<file path="config.mk">
export PLATFORM = sky130hd
export DESIGN_NAME = wdt_safe_freq
export DESIGN_NICKNAME = d
export VERILOG_FILES = /design/src/rtl/wdt_safe_freq.sv
export SDC_FILE = /design/constraint.sdc
export NUM_CORES = 1
export LEC_CHECK = 0
export ABC_AREA = 1
export BUFFER_PORTS_ARGS = -buffer_cell sky130_fd_sc_hd__buf_2
export CAP_MARGIN = 20
export CORE_ASPECT_RATIO = 0.9
export CORE_MARGIN = 2
export CORE_UTILIZATION = 57
export CTS_BUF_LIST = sky130_fd_sc_hd__clkbuf_16
export DETAILED_ROUTE_END_ITERATION = 8
export GPL_TIMING_DRIVEN = 0
export PLACE_DENSITY = 0.79
export SETUP_SLACK_MARGIN = 0.4
export SYNTH_ARGS = -nofsm -noshare
export SYNTH_HDL_FRONTEND = slang
export SYNTH_SLANG_ARGS = --single-unit
</file>
<file path="constraint.sdc">
create_clock -name clk -period 2 [get_ports clk]
set_clock_uncertainty 0.2 [all_clocks]
set_input_delay 0.2 -clock clk [delete_from_list [all_inputs] [get_ports clk]]
set_output_delay 0.2 -clock clk [all_outputs]
set_load 0.1 [all_outputs]
</file>
<file path="src/rtl/wdt_safe_freq.sv">
module wdt_safe_freq #(
  parameter int UNIT_DIV   = 4152220,
  parameter int LONG_RATIO = 4,
  parameter int CODE_W     = 5,
  parameter int MULT_W     = 3
) (
  input  logic              clk,
  input  logic              rst_n,
  input  logic              wd_en,
  input  logic              base_sel,
  input  logic [MULT_W-1:0] mult,
  input  logic [CODE_W-1:0] safe_code,
  input  logic [CODE_W-1:0] norm_code,
  input  logic              service,
  output logic [CODE_W-1:0] freq_code,
  output logic              alarm,
  output logic              rst_req
);
  localparam int MAX_MULT = 1 << MULT_W;
  localparam int CW       = $clog2(MAX_MULT * LONG_RATIO + 1);
  localparam int PW       = $clog2(UNIT_DIV);

  logic [PW-1:0] presc;
  logic [CW-1:0] cnt;
  logic          en_q, alarm_q, pulse_q;

  wire           armed     = wd_en & ~alarm_q;
  wire           load      = armed & (service | ~en_q);
  wire           unit_tick = (presc == PW'(UNIT_DIV - 1));
  wire  [CW-1:0] mult_eff  = (mult == '0) ? CW'(MAX_MULT) : CW'(mult);
  wire  [CW-1:0] load_val  = base_sel ? CW'(mult_eff * LONG_RATIO) : mult_eff;
  wire           expire    = armed & ~load & unit_tick & (cnt == CW'(1));

  always_ff @(posedge clk) begin
    if (!rst_n) begin
      en_q    <= 1'b0;
      alarm_q <= 1'b0;
      pulse_q <= 1'b0;
      presc   <= '0;
      cnt     <= '0;
    end else begin
      en_q    <= wd_en;
      pulse_q <= expire;
      if (!wd_en)      alarm_q <= 1'b0;
      else if (expire) alarm_q <= 1'b1;
      if (!armed) begin
        presc <= '0;
        cnt   <= '0;
      end else if (load) begin
        presc <= '0;
        cnt   <= load_val;
      end else if (unit_tick) begin
        presc <= '0;
        cnt   <= cnt - 1'b1;
      end else begin
        presc <= presc + 1'b1;
      end
    end
  end

  assign freq_code = alarm_q ? safe_code : norm_code;
  assign alarm     = alarm_q;
  assign rst_req   = pulse_q;
endmodule


</file>
# Word-level counts from Yosys, hierarchy flattened
# Index checks and enable logic that the tools add are counted.
# classes
n_addsub	2
muxes	5
eq_ne	2
bitwise_logic	11
n_reduce_logical	5
# ops
cell	count
$add A22 B1 Y22 const B	1
$eq A22 B22 Y1 const B	1
$mux W6	3
$eq A6 B1 Y1 const B	1
$sub A6 B1 Y6 const B	1
$and A1 B1 Y1	5
$mux W5	1
$not A1 Y1	5
$mux W4	1
$reduce_and A2 Y1	2
$reduce_or A4 Y1	1
$logic_not A3 Y1	1
$reduce_bool A2 Y1	1
$or A1 B1 Y1	1
# totals
ff_bits	31
output_inout_bits	7
inputBits	18

# Depth between registers and ports, before layout
# Gate-level depths: netlist (run 1).
# depth
word_depth	7
ltp_mapped	10
ltp_nobuf	10

# Least setup slack after synthesis (run 1)
# Ideal clock, no wire load.
# synth_path
kind	register -> output
from	register alarm_q, in the netlist alarm
to	output freq_code[0]
path_buffers	1
arrival_ps	1971
path_slack_ps	-371
stages_incl_launch_ff	4
path_cell_list	dfxtp_1 -> buf_2 -> nand2_1 -> nand2_1
# synth_between
elab_chain_len	1
# synth_rtl
element	line	text
start, declared	25	logic en_q, alarm_q, pulse_q;
start signal, assigned	37	alarm_q <= 1'b0;
start signal, assigned	44	if (!wd_en) alarm_q <= 1'b0;
start signal, assigned	45	else if (expire) alarm_q <= 1'b1;
$mux W5	61	assign freq_code = alarm_q ? safe_code : norm_code;
end, declared	15	output logic [CODE_W-1:0] freq_code,
# Every way passes these cells.

# Worst setup path after layout (run 1)
# layout_path
from	register presc[0]
to	register cnt[3]
# layout_between
elab_chain_len	2
# layout_rtl
element	line	text
start, declared	23	logic [PW-1:0] presc;
start signal, assigned	56	presc <= presc + 1'b1;
$eq A22 B22 Y1	29	wire unit_tick = (presc == PW'(UNIT_DIV - 1));
$reduce_bool A2 Y1 (no line)	n/a	
end signal, assigned	51	cnt <= load_val;
end signal, assigned	54	cnt <= cnt - 1'b1;
end, declared	24	logic [CW-1:0] cnt;
# Every way passes these cells.
# A chain may end at the register's enable or synchronous reset.

==> results.json, run 1 <==
{
  "status": "complete, no violations",
  "finalSetupViolCount": 0,
  "use_met2_pct": 49.6,
  "p_leak_nw": 0.970,
  "coreArea_mm2": 0.00309,
  "dp_slack_ns": 0.190,
  "tns_ns": 0,
  "start_util_pct": 60.2,
  "fin_crit_ns": 1.65,
  "holdWs_ns": 0.0487,
  "cts_root_buf": "clkbuf_16",
  "first_pass_iters": 5,
  "hp-class": "primary input to flop",
  "yosys.area.top_type": "dfxtp_1",
  "dieHeight_um": 58.2,
  "syn_inst": 280,
  "io_buffers": 24,
  "crit_required_ns": 1.97,
  "finalHoldViolations": 0,
  "worst_slack_ns": 0.354,
  "drt_iter0_markers": 173,
  "cts_tree": "done",
  "cts_buffers": 5,
  "worst_pin_slew_ns": 0.484,
  "busiest_layer": "met2",
  "die_w_um": 64.2,
  "dp_hpwl_um": 2910,
  "ys_ff_latch": 31,
  "synth_nets": 301,
  "async_flop_share_pct": 0,
  "dp_cells": 346,
  "antenna_found_initial": 0,
  "synth_common_cells": "nand2_1, nor2_1, dfxtp_1, inv_1, nand3_1",
  "grt_start_max_net_pins": 11,
  "vias": 1994,
  "area.growth.synth_to_final_pct": 39.0,
  "ant_nets": 0,
  "drt-wirelength-per-cell_um": 14.1,
  "clockBufferDepth": 2,
  "cts_sinks": 31,
  "antenna-diode-count": 0,
  "path_class": "flop to flop",
  "start_kind": "flop",
  "yosysMostFrequentCell": "nand2_1",
  "fmax_mhz": 608,
  "critPathMaxFanout": 4,
  "finalCritPeriodShare_pct": 82.3,
  "rsz0062_at_grt": "yes",
  "routed_wl_um": 5190,
  "synthTopCellsByArea": "dfxtp_1, nand2_1, nor2_1, inv_1, nand3_1",
  "layout.nets": 347,
  "htree_levels": 2,
  "synth-edff-count": 0,
  "final_layout_size_suffix_gt1_share_pct": 31.5,
  "viasPerCell": 5.40,
  "drc_errors": 0,
  "ys.flop_type": "dfxtp_1",
  "slew_viol_final": 0,
  "fin_cells": 369,
  "arrival_ns": 1.62,
  "ys_warn_count": 0,
  "end_kind": "flop",
  "max_cap_viol_count": 0,
  "grt_pass1_vias": 1854,
  "p_per_area_mw_per_mm2": 659,
  "met3_usage_pct": 6.02,
  "ys_types": 22,
  "clk_latency_ns": 0.28,
  "grtUsageTotal_pct": 29.3,
  "path_clk_slew_ns": 0.05,
  "grt_pass1_wl_um": 8310,
  "die-area_mm2": 0.00374,
  "syn_area_mm2": 0.00186,
  "met1_usage_pct": 37.2,
  "core.rowCount": 19,
  "power_mw": 1.70,
  "synth_top_area_share_pct": 33.4,
  "vdd_drop_max_mv": 0.768,
  "slew_headroom_pct": 68.0,
  "ios": 25,
  "gp_congestion": 0.888,
  "syn_avg_cell_area_um2": 6.64,
  "synth-seq-area-share_pct": 33.4,
  "grt.overflow.total": 0
}
[final cells by class]
class	instances	area, um^2
clock inverter	3	38.8
clock buffer	5	125
timing repair buffer	39	347
fill	194	505
sequential	31	636
tap	42	52.6
buffer	4	52.6
inverter	34	135
multi-input combinational	211	1200
[final timing paths]
check,startpoint,to,cells past startpoint,slack (ns)
max reg2reg,presc[0],cnt[3],10,0.35
min,rst_n,en_q,3,0.05
max,presc[0],cnt[3],10,0.35
min reg2reg,presc[21],presc[21],2,0.27
[critical path, cell delays in order (launching register included)]
cell and delay (ns):
dfxtp_4 0.35, ha_4 0.15, inv_6 0.04, nor2_4 0.09
nand2_2 0.07, nor2_4 0.10, nand3_4 0.13, buf_4 0.16
buf_4 0.12, nand4_1 0.06, nand2_1 0.05
[sequential cells by signal (all words and copies together), names as in the netlist]
signal	count
presc	22
cnt	6
alarm	1
en_q	1
rst_req	1
[placed cells by master, fill, tap and decap left out, types with 9 or more instances in the layout]
cell type / instances
nand2_2: 10
nand2_1: 58
buf_2: 19
a21oi_1: 9
nand3_1: 22
dfxtp_1: 25
buf_4: 11
nor2_1: 39
inv_1: 29
nand4_1: 9
[repair_timing]
action,CTS,global route
gates cloned,1,0
gates resized for setup,37,21
endpoints found under the hold margin,1,0
hold buffers,1,0
setup endpoints to repair,35,34
buffers inserted,10,3
pin swaps,4,10
[logic make-up after synthesis]
family	share of synthesized area (%)
AND/OR/NAND/NOR	44.3
buffers and inverters	8.95
AO/OA/AOI/OAI	5.65
XOR/XNOR	5.65
flip-flops	33.4
adder cells (fa/ha/maj)	2.02
[layer usage]
| metal | routed length, um | up-vias |
|---|---|---|
| met5 | 0 | - |
| met4 | 65 | 0 |
| met3 | 383 | 6 |
| met2 | 2590 | 72 |
| met1 | 2150 | 929 |
| li1 | - | 987 |
[metrics by stage]
| stage | utilization (%) | area [um^2] |
|---|---|---|
| after CTS | 80.8 | 2500 |
| after global routing | 83.6 | 2580 |
| after global placement | 67.3 | 2080 |
| final | 83.6 | 2580 |
| after floorplan | - | 1910 |
| after detailed placement | 67.3 | 2080 |
[power by group]
part	total, mW	internal (mW)	switching (mW)
combinational	0.219	0.0893	0.130
sequential	0.630	0.623	0.00663
clock	0.854	0.580	0.274
(Power assumes the default switching activity.)
==> run 2: changes to the inputs <==
Settings changed: ABC_AREA 1 to 0, CORE_UTILIZATION 57 to 55, PLACE_DENSITY 0.79 to 0.78.
Clock period 2 ns to 1.6 ns, I/O delays scaled along.
==> run 2 against run 1 <==
- the run now ends with negative setup slack left
- synthesized cell count down 38%
- utilization up 2.3 points
- die area down 11%
==> results.json, run 2 <==
{
  "status": "finished, violations left",
  "violations": "negative setup slack",
  "clk_latency_ns": 0.28,
  "holdWs_ns": 0.0107,
  "synth_common_cells": "dfxtp_1, nor2_1, xor2_1, nand3_1",
  "first_pass_iters": 4,
  "ys_warn_count": 0,
  "whs_endpoint": "cnt[4]",
  "rr_worst_depth": 6,
  "die-area_mm2": 0.00332,
  "fmax_mhz": 508,
  "synthTopCellsByArea": "dfxtp_1, xor2_1, nor2_1, nand3_1, xnor2_1",
  "ys_ff_latch": 31,
  "p_leak_nw": 0.911,
  "drt_iter0_markers": 150,
  "syn_avg_cell_area_um2": 9.04,
  "final_common_cell": "dfxtp_1",
  "worst_slack_ns": -0.368,
  "htree_levels": 2,
  "finalSetupViolCount": 35,
  "grt_pass1_wl_um": 7180,
  "seqPwrFrac_pct": 41.8,
  "final_layout_size_suffix_gt1_share_pct": 42.7,
  "fin_crit_ns": 1.97,
  "path_class": "flop to flop",
  "post-route-util_pct": 86.0,
  "ys_types": 39,
  "crit_required_ns": 1.61,
  "hold_start": "mult[2]",
  "area.growth.synth_to_final_pct": 49.4,
  "core.rowCount": 18,
  "r2r_start": "presc[2]",
  "cts_tree": "done",
  "coreArea_mm2": 0.00275,
  "vdd_drop_max_mv": 0.882,
  "drt-wirelength-per-cell_um": 20.3,
  "yosysMostFrequentCell": "dfxtp_1",
  "grtUsageTotal_pct": 31.4,
  "layout.nets": 245,
  "clockBufferDepth": 2,
  "async_flop_share_pct": 0,
  "routed_wl_um": 5390,
  "power_frac_comb_pct": 10.0,
  "start_kind": "flop",
  "max_cap_viol_count": 0,
  "slew_viol_final": 0,
  "finalHoldViolations": 0,
  "dieHeight_um": 54.9,
  "ys.flop_type": "dfxtp_1",
  "io_buffers": 24,
  "internal_power_mw": 1.41,
  "dp_slack_ns": -0.447,
  "largest_reg_flops": 22,
  "synth-seq-area-share_pct": 39.2,
  "antenna_found_initial": 0,
  "finalCritPeriodShare_pct": 123,
  "grt_start_max_net_pins": 11,
  "crit_path_start": "presc[2]",
  "mostFrequentLayoutCells": "dfxtp_1, buf_2, nor2_2",
  "gp_congestion": 0.851,
  "worstHoldPathCells": 3,
  "viasPerCell": 5.97,
  "arrival_ns": 1.98,
  "ant_nets": 0,
  "syn_area_mm2": 0.00158,
  "power_switching_uw": 458,
  "clkPwrFrac_pct": 48.2,
  "p_per_area_mw_per_mm2": 792,
  "tns_ns": -10.19,
  "reg_top3": "presc x22, cnt x6",
  "end_kind": "flop",
  "dp_hpwl_um": 2480,
  "synth_top_area_share_pct": 39.2,
  "drc_errors": 0,
  "dp_cells": 239,
  "synth_nets": 196,
  "die_w_um": 60.5,
  "vias": 1582,
  "grt_pass1_vias": 1497,
  "r2r_end": "cnt[1]",
  "cts_buffers": 5,
  "syn_inst": 175,
  "cts_root_buf": "clkbuf_16",
  "switching_share_pct": 24.5,
  "yosys.area.top_type": "dfxtp_1",
  "rsz0062_at_grt": "yes",
  "ios": 25,
  "grt.overflow.total": 0,
  "synth-edff-count": 0,
  "cts_sinks": 31,
  "path_clk_slew_ns": 0.05,
  "top_register": "presc",
  "slew_headroom_pct": 66.2,
  "antenna-diode-count": 0,
  "hp-class": "primary input to flop",
  "fin_cells": 265,
  "start_util_pct": 57.6,
  "worst_pin_slew_ns": 0.503,
  "critPathMaxFanout": 3,
  "reg2reg_slack_ns": -0.37
}
==> run 2: changes by cell type in the layout (fill, tap and decap cells not counted), moves of 5 or more <==
cell	delta
nand2_2	-10
nor2_2	+7
nand2_4	-5
xor2_1	+6
a21oi_2	-5
o21ai_0	-6
mux2_4	+5
nand3_1	-9
nand2_1	-52
inv_1	-22
nor2_1	-27
a21oi_1	-7
==> run 2: worst max path at each step <==
stage                     slack [ns]  endpoint
final                          -0.37    cnt[1]
after CTS                      -0.30    cnt[3]
after floorplan                -0.21    cnt[3]
after global placement         -0.43    cnt[3]
after global routing           -0.44    cnt[3]
after detailed placement       -0.45    cnt[3]
==> run 2: critical path: stages, from the launching register on <==
cell	delay [ns]
dfxtp_4	0.35
or4b_4	0.58
nor3_4	0.24
buf_4	0.16
a21o_1	0.14
a31oi_1	0.11
nor2_1	0.12
==> run 2: kinds of logic (layout without fill, tap and decap cells) <==
logic type | after synthesis | after routing | share of synthesized area [%]
AO/OA/AOI/OAI | 14 | 14 | 6.65
XOR/XNOR | 23 | 23 | 12.7
adder cells (fa/ha/maj) | 3 | 3 | 2.37
buffers and inverters | 9 | 59 | 2.69
flip-flops | 31 | 31 | 39.2
multiplexers | 5 | 5 | 3.56
AND/OR/NAND/NOR | 90 | 90 | 32.8
==> run 2: layout make-up <==
cell class	instances	area, um^2
fillers	137	385
inverters	5	18.8
multi-input cells	135	1080
repair buffers	42	383
plain buffers	4	58.8
well taps	40	50.0
clock buffers	5	125
flip-flops and latches	31	638
clock inverters	3	12.5
==> run 2: layer usage <==
metal / vias up / track usage, % / share of wire, %
met1: 755 / 35.3 / 39
li1: 718 / - / -
met3: 31 / 10.6 / 7.2
met4: 0 / 21.0 / 6.7
met2: 78 / 50.7 / 47
met5: - / 0 / 0
==> run 2: metrics by stage <==
step                      total power [mW]  cell area, um^2
after global routing                  1.90             2360
after global placement               0.935             1800
after CTS                             1.84             2250
after floorplan                      0.899             1630
final                                 1.87             2360
after detailed placement             0.940             1800
==> run 2: power by group through the flow <==
| stage | clock network (mW) | registers, mW | logic, mW |
|---|---|---|---|
| after floorplan | 0 | 0.798 | 0.100 |
| after global placement | 0 | 0.799 | 0.136 |
| after detailed placement | 0 | 0.800 | 0.140 |
| after CTS | 0.886 | 0.781 | 0.174 |
| after global routing | 0.926 | 0.782 | 0.194 |
| final | 0.902 | 0.782 | 0.186 |
==> run 2: repair_timing <==
item	CTS	global route
gates resized for setup	55	21
hold buffers	2	0
gates cloned	2	0
buffers inserted	10	4
endpoints found under the setup margin	37	36
endpoints found under the hold margin	2	0
pin swaps	9	4
